### src/rtl/cw_dp_pkg.sv
package cw_dp_pkg;
  localparam int SEL_W  = 3;
  localparam int OP_W   = 5;
  localparam int NREG   = (1 << SEL_W) - 1;
  localparam int CW_W   = 3 * SEL_W + OP_W;

  typedef enum logic [OP_W-1:0] {
    OP_PASS = 5'b00000,
    OP_INC  = 5'b00001,
    OP_ADD  = 5'b00010,
    OP_SUB  = 5'b00101,
    OP_DEC  = 5'b00110,
    OP_AND  = 5'b01000,
    OP_OR   = 5'b01010,
    OP_XOR  = 5'b01100,
    OP_NOT  = 5'b01110,
    OP_SHR  = 5'b10000,
    OP_SHL  = 5'b11000
  } alu_op_e;

  typedef struct packed {
    logic [SEL_W-1:0] src_a;
    logic [SEL_W-1:0] src_b;
    logic [SEL_W-1:0] dst;
    logic [OP_W-1:0]  op;
  } ctrl_t;
endpackage

### src/rtl/cw_reg_bank.sv
module cw_reg_bank
  import cw_dp_pkg::*;
#(
  parameter int DATA_W = 16
) (
  input  logic                         clk,
  input  logic                         rst,
  input  logic [NREG-1:0]              ld_en,
  input  logic [DATA_W-1:0]            wr_data,
  output logic [NREG-1:0][DATA_W-1:0]  reg_q
);
  // one flop row per register; index i holds register G(i+1)
  for (genvar i = 0; i < NREG; i++) begin : g_row
    always_ff @(posedge clk) begin
      if (rst)
        reg_q[i] <= '0;
      else if (ld_en[i])
        reg_q[i] <= wr_data;
    end
  end
endmodule

### src/rtl/cw_src_mux.sv
module cw_src_mux
  import cw_dp_pkg::*;
#(
  parameter int DATA_W = 16
) (
  input  logic [SEL_W-1:0]             sel,
  input  logic [DATA_W-1:0]            ext_in,
  input  logic [NREG-1:0][DATA_W-1:0]  reg_q,
  output logic [DATA_W-1:0]            bus
);
  // code zero selects the external word, otherwise a register
  always_comb begin
    bus = ext_in;
    for (int i = 0; i < NREG; i++) begin
      if (sel == SEL_W'(i + 1))
        bus = reg_q[i];
    end
  end
endmodule

### src/rtl/cw_dest_decode.sv
module cw_dest_decode
  import cw_dp_pkg::*;
(
  input  logic [SEL_W-1:0] dst,
  output logic [NREG-1:0]  ld_en
);
  for (genvar i = 0; i < NREG; i++) begin : g_dec
    assign ld_en[i] = (dst == SEL_W'(i + 1));
  end
endmodule

### src/rtl/cw_alu.sv
module cw_alu
  import cw_dp_pkg::*;
#(
  parameter int DATA_W = 16
) (
  input  logic [OP_W-1:0]   op,
  input  logic [DATA_W-1:0] a,
  input  logic [DATA_W-1:0] b,
  output logic [DATA_W-1:0] y
);
  localparam logic [DATA_W-1:0] ONE = DATA_W'(1);

  always_comb begin
    case (op)
      OP_INC:  y = a + ONE;
      OP_ADD:  y = a + b;
      OP_SUB:  y = a - b;
      OP_DEC:  y = a - ONE;
      OP_AND:  y = a & b;
      OP_OR:   y = a | b;
      OP_XOR:  y = a ^ b;
      OP_NOT:  y = ~a;
      OP_SHR:  y = {1'b0, a[DATA_W-1:1]};
      OP_SHL:  y = {a[DATA_W-2:0], 1'b0};
      default: y = a; // pass, also for every unlisted code
    endcase
  end
endmodule

### src/rtl/cw_datapath.sv
module cw_datapath
  import cw_dp_pkg::*;
#(
  parameter int DATA_W = 16
) (
  input  logic              clk,
  input  logic              rst,
  input  logic [CW_W-1:0]   ctrl_word,
  input  logic [DATA_W-1:0] ext_in,
  output logic [DATA_W-1:0] data_out
);
  ctrl_t                        cw;
  logic [NREG-1:0][DATA_W-1:0]  reg_q;
  logic [NREG-1:0]              ld_en;
  logic [DATA_W-1:0]            bus_a;
  logic [DATA_W-1:0]            bus_b;
  logic [DATA_W-1:0]            alu_y;

  assign cw = ctrl_t'(ctrl_word);

  cw_src_mux #(.DATA_W(DATA_W)) u_mux_a (
    .sel(cw.src_a), .ext_in(ext_in), .reg_q(reg_q), .bus(bus_a));

  cw_src_mux #(.DATA_W(DATA_W)) u_mux_b (
    .sel(cw.src_b), .ext_in(ext_in), .reg_q(reg_q), .bus(bus_b));

  cw_alu #(.DATA_W(DATA_W)) u_alu (
    .op(cw.op), .a(bus_a), .b(bus_b), .y(alu_y));

  cw_dest_decode u_dec (.dst(cw.dst), .ld_en(ld_en));

  cw_reg_bank #(.DATA_W(DATA_W)) u_bank (
    .clk(clk), .rst(rst), .ld_en(ld_en), .wr_data(alu_y), .reg_q(reg_q));

  always_ff @(posedge clk) begin
    if (rst)
      data_out <= '0;
    else
      data_out <= alu_y;
  end
endmodule

### config.mk
export PLATFORM = sky130hd
export DESIGN_NAME = cw_datapath
export DESIGN_NICKNAME = d
export VERILOG_FILES = /design/src/rtl/cw_dp_pkg.sv /design/src/rtl/cw_reg_bank.sv /design/src/rtl/cw_src_mux.sv /design/src/rtl/cw_dest_decode.sv /design/src/rtl/cw_alu.sv /design/src/rtl/cw_datapath.sv
export SDC_FILE = /design/constraint.sdc
export NUM_CORES = 1
export LEC_CHECK = 0
export BUFFER_PORTS_ARGS = -buffer_cell sky130_fd_sc_hd__buf_4
export CORE_MARGIN = 2
export CORE_UTILIZATION = 43
export DETAILED_ROUTE_END_ITERATION = 10
export GPL_TIMING_DRIVEN = 1
export SLEW_MARGIN = 5
export SYNTH_ARGS = -nofsm -noshare
export SYNTH_HDL_FRONTEND = slang
export SYNTH_SLANG_ARGS = --single-unit
### constraint.sdc
create_clock -name clk -period 6.6 [get_ports clk]
set_input_delay 0.99 -clock clk [delete_from_list [all_inputs] [get_ports clk]]
set_output_delay 0.99 -clock clk [all_outputs]
set_load 0.02 [all_outputs]
== Yosys cells after proc, flatten, opt, wreduce, memory -nomap -nowiden ==
Cells that the tools add are included.

* Register bits after elaboration: 128
* Bits of input ports: 32
* Output and inout port bits: 16
* Word-level logic and storage cells: 62

* Add/subtract/negate cells: 4
* Eq/ne operators: 31
* Muxes and demuxes: 15
* Bitwise logic cells: 4

{| class="wikitable"
|+ Operators with widths
! cell !! number
|-
| $mux 16 || 14
|-
| $pmux 16 s10 || 1
|-
| $eq 3x3->1 const B || 12
|-
| $eq 5x4->1 const B || 4
|-
| $eq 3x2->1 const B || 6
|-
| $add 16x1->16 const B || 1
|-
| $add 16x16->16 || 1
|-
| $and 16x16->16 || 1
|-
| $not 16->16 || 1
|-
| $or 16x16->16 || 1
|-
| $sub 16x1->16 const B || 1
|-
| $sub 16x16->16 || 1
|-
| $xor 16x16->16 || 1
|-
| $eq 5x3->1 const B || 2
|-
| $eq 5x5->1 const B || 2
|-
| $eq 3x1->1 const B || 3
|-
| $eq 5x1->1 const B || 1
|-
| $eq 5x2->1 const B || 1
|}

== Depth between registers and ports, before layout ==
Gate-level depths: netlist of the first run.

* Depth after elaboration: 10
* Gate-level depth with buffers: 24
* Depth with buffers taken out: 21

== Hierarchy ==
Synthesis of the first run repeated with hierarchy kept, for this count alone.

* Cell total of the unflattened synthesis: 1087
* Area total of the unflattened synthesis: 9659.3 µm²

{| class="wikitable"
|+ By module, submodules not included
! module !! times used !! cells an instance !! area each (µm²) !! sequential area each (µm²)
|-
| cw_reg_bank || 1 || 362 || 4076.4 || 2242.2
|-
| cw_alu || 1 || 389 || 2661.3 || 0.0
|-
| cw_src_mux || 2 || 148 || 1198.6 || 0.0
|-
| cw_datapath || 1 || 33 || 464.2 || 320.3
|-
| cw_dest_decode || 1 || 7 || 60.1 || 0.0
|}

== Least setup slack after synthesis of the first run ==
No wires, ideal clock.

* Kind: in2reg
* Start: in ctrl_word[13]
* End: reg u_bank.reg_q[42] in the netlist's numbering
* Library setup time: 0.153 ns
* Data arrival time: 5.058 ns
* Data required time: 6.447 ns
* Setup slack: 1.389 ns
* Stages: 17
* Buffers on the path: 3
* Path through: buf_2 > buf_2 > buf_2 > mux4_2 > mux2i_1 > ha_1 > inv_1 > fa_1 > a21o_1 > a21oi_1 > o21bai_1 > a21oi_1 > o21ai_0 > a41oi_1 > xnor2_1 > a221oi_1 > a211oi_1

* Longest elaborated chain between the ends: 10
* Elaborated cells on any way between the ends: 23
* Classes of those cells: 4 x add/sub; 7 x eq/ne; 8 x mux; 4 x bitwise

{| class="wikitable"
|+ RTL lines
! element !! RTL line !! source
|-
| start, declared || cw_datapath.sv:8 || <nowiki>input logic [CW_W-1:0] ctrl_word,</nowiki>
|-
| $eq 3x1->1 || cw_src_mux.sv:15 || <nowiki>if (sel == SEL_W'(i + 1))</nowiki>
|-
| $mux 16 (6 in series) || cw_src_mux.sv:15 ||
|-
| $mux 16 (*) || cw_src_mux.sv:15 ||
|-
| $sub 16x1->16, or another cell as far along || cw_alu.sv:18 || <nowiki>OP_DEC: y = a - ONE;</nowiki>
|-
| $pmux 16 s10 (*) || cw_alu.sv:14 || <nowiki>case (op)</nowiki>
|-
| end signal, assigned by index || cw_reg_bank.sv:18 || <nowiki>reg_q[i] <= wr_data;</nowiki>
|-
| end, declared || cw_reg_bank.sv:10 || <nowiki>output logic [NREG-1:0][DATA_W-1:0] reg_q</nowiki>
|}

Every way passes the cells marked *; elsewhere a longest branch is shown, timed or not.
A chain may end at the register's enable or synchronous reset.

== Worst setup path in the final report of the first run ==
* Start: in ctrl_word[10]
* End: reg u_bank.reg_q[27] in the netlist's numbering

* Longest elaborated chain between the ends: 10
* Elaborated cells on any way between the ends: 20
* Classes of those cells: 2 x add/sub; 7 x eq/ne; 8 x mux; 3 x bitwise

{| class="wikitable"
|+ RTL lines
! element !! RTL line !! source
|-
| $eq 3x1->1 || cw_src_mux.sv:15 ||
|-
| $mux 16 (6 in series) || cw_src_mux.sv:15 ||
|-
| $mux 16 (*) || cw_src_mux.sv:15 ||
|-
| $sub 16x16->16, or another cell as far along || cw_alu.sv:17 || <nowiki>OP_SUB: y = a - b;</nowiki>
|-
| $pmux 16 s10 (*) || cw_alu.sv:14 ||
|}

Marked as above.

==> results of run 1 <==
==> worst paths after layout <==
check / from / to
setup / recovery: ctrl_word[10] / u_bank.reg_q[27]
hold / removal: u_bank.reg_q[109] / u_bank.reg_q[109]
setup reg to reg: u_bank.reg_q[64] / u_bank.reg_q[27]
hold reg to reg: u_bank.reg_q[109] / u_bank.reg_q[109]
==> kinds of logic after synthesis <==
kind of cell,Yosys count
simple gates,413
compound gates,290
flops,128
buf+inv,126
mux,92
fa+ha+maj,49
xor+xnor,22
==> cells in the final DEF, fill, tap and decap left out, types with 11 or more instances in the layout <==
master       n
nand2_1    195
dfxtp_1    128
a21oi_1    117
nor2_1     108
buf_4       72
ha_1        48
mux4_2      42
inv_1       42
mux2i_1     30
a221oi_1    27
a211oi_1    25
nor2b_1     24
o21ai_0     24
xnor2_1     18
clkbuf_16   17
nor3_1      16
mux2_2      14
a22oi_1     11
==> critical path: stages <==
cell and delay (ps):
buf_4 390, inv_1 270, a21o_1 220, a221oi_2 500
inv_1 130, ha_1 300, a221oi_1 440, ha_1 300
nor2b_1 140, o31ai_1 370, a21oi_1 210, o41ai_1 500
nor2_1 120, xor2_1 160, a221oi_1 120, a21oi_1 550
nand2_1 120, a21oi_1 170
==> metrics by stage <==
step                      instance area, um2  worst slack (ps)
after floorplan                         9260              1390
after global placement                  9810               614
after global routing                   10400               549
after CTS                              10400               964
final                                  10400               910
after detailed placement                9810               554
==> cell type report <==
cell class,instances,area (um2)
clock buffer,20,457
fill,2050,10600
timing repair buffer,72,541
inverter,44,165
multi-input combinational,866,6190
tap,275,344
sequential,128,2560
clock inverter,12,181
==> layer usage <==
layer  vias up  GRT usage  part of all wire
li1       4070          -                 -
met1      4308      0.415              0.45
met2       433      0.421              0.44
met3        45     0.0467             0.080
met4         0     0.0813             0.023
met5         -          0                 0
==> state kept, by name, indices dropped and copies added, names as in the netlist <==
signal and cells:
data_out 16, u_bank.reg_q 112
==> power breakdown <==
group	switching, W	internal (W)	leakage (nW)
Sequential	0.0000233	0.000806	1.04
Clock	0.000373	0.000654	0.311
Combinational	0.000316	0.000187	2.72
==> impl_metrics.csv, run 1 <==
group,metric,value,unit
pwr,fin_total_pwr,0.00236,W
cts,cts_setup_buffers,0,
pwr,power_density,226,nW/um2
run_status,status,"finished clean",
cts,cts_inserted_buffers,17,
final_layout,nets,1210,
synthesis,synth_fp_nets,1201,
synthesis,synthCells,1120,
synthesis,synth-simple-area-share,0.200,
cts,ctsHoldBuffers,0,
timing,final-setup-viol-count,0,
pwr,p_leak,4.07,nW
setup_path,critPathArrivalTime,6030,ps
drt,remaining_drc_errors,0,
timing,skew,13.1,ps
setup_path,end_kind,"register",
placement,dpl.cell_count,1385,
synthesis,synth.area.top_cells,"dfxtp_1 (28%), mux4_2 (10%), nand2_1 (7.9%)",
cts,cts.sink_count,128,
floorplanning,die_area,22700,um2
final_layout,finalNonFillerCells,1417,
drt,postRouteAntennaNets,0,
setup_path,cp.required,6940,ps
setup_path,startpoint_type,"input pin",
timing,drv_slew,0,
floorplanning,die_h,151,um
synthesis,synth_top_family_by_area,"compound AO/OA/AOI/OAI gates",
final_layout,fin_util,0.495,
synthesis,synth_compound_area_frac,0.207,
floorplanning,initial_core_util,0.439,
hold_path,hp-class,"register to register",
drt,drtIter0Drc,935,
timing,max_clock_freq,176,MHz
timing,tns,0,ps
cts,clk_latency,430,ps
synthesis,ys.flop_type,"dfxtp_1",
floorplanning,fp.dieW,151,um
synthesis,synth_edf_count,0,
synthesis,yosysTopAreaCell,"dfxtp_1",
final_layout,area_growth,12.8,%
global_routing,grt_pass1_vias,8068,
timing,worst_slew_pin_slew,1180,ps
synthesis,synthAdderAreaFrac,0.0670,
timing,finalHoldViolations,0,
global_routing,grt_pass1_wl,48400,um
floorplanning,rows,53,
cts,tritoncts,"yes",
synthesis,netlist_area,9260,um2
cts,clockBufferDepth,2,
drt,firstDrtPassIters,5,
cts,ctsResizeCount,0,
timing,period_minus_slack,5690,ps
timing,slew_headroom,0.213,
job,drv_cap,0,
hold_path,worstHoldPathCells,2,
cts,htree_num_levels,4,
synthesis,netlist.area_leader.share,0.277,
global_routing,grt_start_max_net_pins,100,
synthesis,seq_area_frac_synth,0.277,
synthesis,ys_warn_count,0,
synthesis,syn_avg_cell_area,8.27,um2
timing,period_share,0.862,
global_routing,overflow,0,
final_layout,antenna_cells,0,
setup_path,critical_path_class,"input pin to register",
synthesis,synth.lib_cells_used.distinct,75,
floorplanning,ioPinCount,48,
global_routing,grt_usage,0.281,
synthesis,synth_xor_area_frac,0.0208,
setup_path,worstRegToRegCells,19,
pwr,ir_drop,0.168,mV
synthesis,synthTopCellsByCount,"nand2_1 (195), dfxtp_1 (128), a21oi_1 (117)",
synthesis,synth.most_common_cell,"nand2_1",
cts,cts_root_buffer,"clkbuf_16",
timing,fin_hold_ws,467,ps
placement,port_buffers,47,
synthesis,synth-seq-cells,128,
drt,route.detailed.vias_per_inst,6.25,
final_layout,drive_gt1_frac,0.165,
drt,dr_total_vias,8856,
placement,gp_congestion,0.919,
setup_path,cp_max_fo,35,
synthesis,async_flop_share,0,
timing,rsz0062_at_grt,"no",
floorplanning,coreArea,21100,um2
global_routing,grt_antenna_before_repair,0,
cts,clk_pin_slew_worst_paths,60,ps
synthesis,synth_mux_area_frac,0.167,
placement,place_hpwl,21100,um
setup_path,reg2reg_slack,1650,ps
drt,routed_wirelength,31500,um
drt,wl_per_cell,22.3,um
No activity file was read; power rests on OpenSTA's default activity.
==> run 2: changes to the inputs <==
--- a/config.mk
+++ b/config.mk
@@ -5,7 +5,7 @@
 export SDC_FILE = /design/constraint.sdc
 export NUM_CORES = 1
 export LEC_CHECK = 0
-export BUFFER_PORTS_ARGS = -buffer_cell sky130_fd_sc_hd__buf_4
+export BUFFER_PORTS_ARGS = -buffer_cell sky130_fd_sc_hd__buf_2
 export CORE_MARGIN = 2
 export CORE_UTILIZATION = 43
 export DETAILED_ROUTE_END_ITERATION = 10
@@ -13,4 +13,5 @@
 export SLEW_MARGIN = 5
 export SYNTH_ARGS = -nofsm -noshare
 export SYNTH_HDL_FRONTEND = slang
+export SYNTH_HIERARCHICAL = 1
 export SYNTH_SLANG_ARGS = --single-unit
==> constraint.sdc (replaced) <==
create_clock -name clk -period 6.6 [get_ports clk]
set_input_delay 0.99 -clock clk [delete_from_list [all_inputs] [get_ports clk]]
set_output_delay 0.99 -clock clk [all_outputs]
set_load 0.005 [all_outputs]
==> impl_metrics.csv, run 2 <==
group,metric,value,unit
run_status,status,"finished clean",
synthesis,synth.lib_cells_used.distinct,78,
placement,gp_congestion,0.896,
pwr,p_sw,0.000664,W
synthesis,synth-seq-cells,128,
drt,drtIter0Drc,866,
timing,drv_slew,0,
pwr,pwr-share-clk,0.403,
cts,clk_pin_slew_worst_paths,60,ps
cts,clk_latency,420,ps
floorplanning,initial_core_util,0.440,
drt,wl_met3,1740,um
global_routing,grt_antenna_before_repair,0,
final_layout,postLayoutCellArea,10500,um2
timing,period_minus_slack,5730,ps
final_layout,area_growth,8.24,%
timing,slew_headroom,0.317,
pwr,p_int,0.00152,W
cts,cts.sink_count,128,
global_routing,grt_start_max_net_pins,75,
hold_path,min_to,"u_bank/reg_q[11]",
cts,cts_inserted_buffers,17,
setup_path,r2r-end,"u_bank/reg_q[93]",
synthesis,synth_edf_count,0,
cts,cts_root_buffer,"clkbuf_16",
final_layout,largest-register,"u_bank/reg_q",
final_layout,drive_gt1_frac,0.158,
global_routing,grt_pass1_vias,7860,
pwr,p_seq_frac,0.378,
floorplanning,fp.dieW,154,um
placement,place_hpwl,19800,um
setup_path,worstRegToRegCells,20,
synthesis,syn_avg_cell_area,8.89,um2
job,drv_cap,0,
global_routing,overflow,0,
drt,postRouteAntennaNets,0,
hold_path,hp-class,"register to register",
timing,skew,8.50,ps
final_layout,antenna_cells,0,
timing,fin_hold_ws,513,ps
timing,rsz0062_at_grt,"no",
timing,worst_slew_pin_slew,1020,ps
hold_path,worstHoldPathCells,2,
cts,htree_num_levels,4,
drt,routed.top_layer,"met4",
cts,tritoncts,"yes",
synthesis,synthTopCellsByCount,"nor2_1 (167), mux2i_1 (142), dfxtp_1 (128)",
synthesis,ys_warn_count,6,
setup_path,cp_max_fo,31,
setup_path,startpoint_type,"input pin",
floorplanning,die_h,154,um
drt,route.detailed.vias_per_inst,6.03,
drt,firstDrtPassIters,5,
floorplanning,coreArea,22000,um2
synthesis,async_flop_share,0,
timing,max_clock_freq,175,MHz
timing,finalHoldViolations,0,
synthesis,yosysTopAreaCell,"dfxtp_1",
global_routing,grt_usage,0.241,
final_layout,final_common_cell,"nor2_1",
synthesis,synthCells,1087,
pwr,p_leak,4.14,nW
setup_path,critical_path_class,"input pin to register",
pwr,power_density,209,nW/um2
floorplanning,die_area,23700,um2
pwr,fin_total_pwr,0.00218,W
cts,clockBufferDepth,2,
final_layout,regArea,2560,um2
pwr,ir_drop,0.178,mV
synthesis,synth_fp_nets,1169,
setup_path,worstSetupStartpoint,"ctrl_word[10]",
setup_path,critPathArrivalTime,6070,ps
setup_path,reg2reg_from,"u_bank/reg_q[97]",
timing,period_share,0.868,
drt,remaining_drc_errors,0,
final_layout,largest_reg_flops,112,
timing,tns,0,ps
placement,port_buffers,47,
synthesis,ys.flop_type,"dfxtp_1",
floorplanning,ioPinCount,48,
cts,ctsResizeCount,0,
global_routing,grt_pass1_wl,44900,um
drt,wl_met2,13000,um
synthesis,seq_area_frac_synth,0.265,
final_layout,nets,1190,
hold_path,hp-start,"u_bank/reg_q[11]",
floorplanning,rows,54,
pwr,power_frac_comb,0.219,
synthesis,synth.most_common_cell,"nor2_1",
timing,final-setup-viol-count,0,
placement,placed_area,9910,um2
cts,ctsHoldBuffers,0,
final_layout,multi_input_area,6320,um2
pwr,p_sw_frac,0.304,
final_layout,fin_util,0.476,
final_layout,fillerInstances,2091,
final_layout,final_cell_mix,"nor2_1 (167), mux2i_1 (142), dfxtp_1 (128), ha_1 (49)",
drt,routed_wirelength,28800,um
final_layout,reg_top3,"u_bank/reg_q x112, data_out x16",
setup_path,end_kind,"register",
setup_path,cp.required,6950,ps
drt,wl_per_cell,20.6,um
drt,dr_total_vias,8434,
synthesis,netlist_area,9660,um2
synthesis,netlist.area_leader.share,0.265,
drt,wl_met1,13100,um
cts,cts_setup_buffers,0,
setup_path,reg2reg_slack,1590,ps
synthesis,synth.area.top_cells,"dfxtp_1 (27%), mux2i_1 (15%), nor2_1 (6.5%)",
-- run 2: area by class of cell --
cell class | count | share of cell area
Clock buffer | 20 | 0.0437
Clock inverter | 10 | 0.00862
Inverter | 40 | 0.0144
Multi-Input combinational cell | 837 | 0.604
Sequential cell | 128 | 0.245
Tap cell | 280 | 0.0335
Timing Repair Buffer | 84 | 0.0505
-- run 2: per-stage QoR --
stage	instances	worst slack, ps
floorplan	1087	1520
global placement	1369	626
detailed placement	1369	477
CTS	1399	918
global route	1399	529
finish	1399	873
-- run 2: power by group through the flow --
stage | logic [W] | registers [W] | clock network (W)
after floorplan | 0.000338 | 0.000836 | 0
after global placement | 0.000463 | 0.000841 | 0
after detailed placement | 0.000468 | 0.000840 | 0
after CTS | 0.000470 | 0.000824 | 0.000891
after global routing | 0.000519 | 0.000828 | 0.000926
final | 0.000478 | 0.000825 | 0.000879
-- run 2: kinds of logic (layout without fill, tap and decap cells) --
kind of cell | count (synthesis) | in the layout | share of synthesized area
and+or+nand+nor | 341 | 341 | 0.175
muxes | 183 | 183 | 0.212
AOI/OAI and AO/OA | 255 | 255 | 0.192
xor gates and xnor gates | 8 | 8 | 0.00725
buffers and inverters | 122 | 154 | 0.0823
DFF | 128 | 128 | 0.265
adders and majority gates | 50 | 50 | 0.0655
-- run 2: worst max path at each step --
stage                                   end  slack (ps)
final                      u_bank/reg_q[93]         870
after global routing       u_bank/reg_q[77]         530
after CTS                  u_bank/reg_q[93]         920
after detailed placement   u_bank/reg_q[61]         480
after global placement     u_bank/reg_q[77]         630
after floorplan           u_bank/reg_q[108]        1520
-- run 2: critical path, cell delays in order --
cell and delay, ps:
buf_2 510, nor2_1 150, a221oi_1 290, a21o_1 120, a22oi_1 170, inv_1 200
ha_1 240, nand4_1 150, nand2b_1 230, or4_1 430, o21ai_0 160, a221oi_1 130
ha_1 410, a21oi_1 100, nand3_1 90, nor3_1 50, nor2_1 150, nor2_1 80
or4_1 410, a22oi_1 670, mux2i_1 180, nor2_1 120
-- run 2: metal layers --
layer  vias to the layer above  global-route usage
li1                       4036                   -
met1                      4042               0.328
met2                       298               0.382
met3                        58              0.0409
met4                         0              0.0903
met5                         -                   0
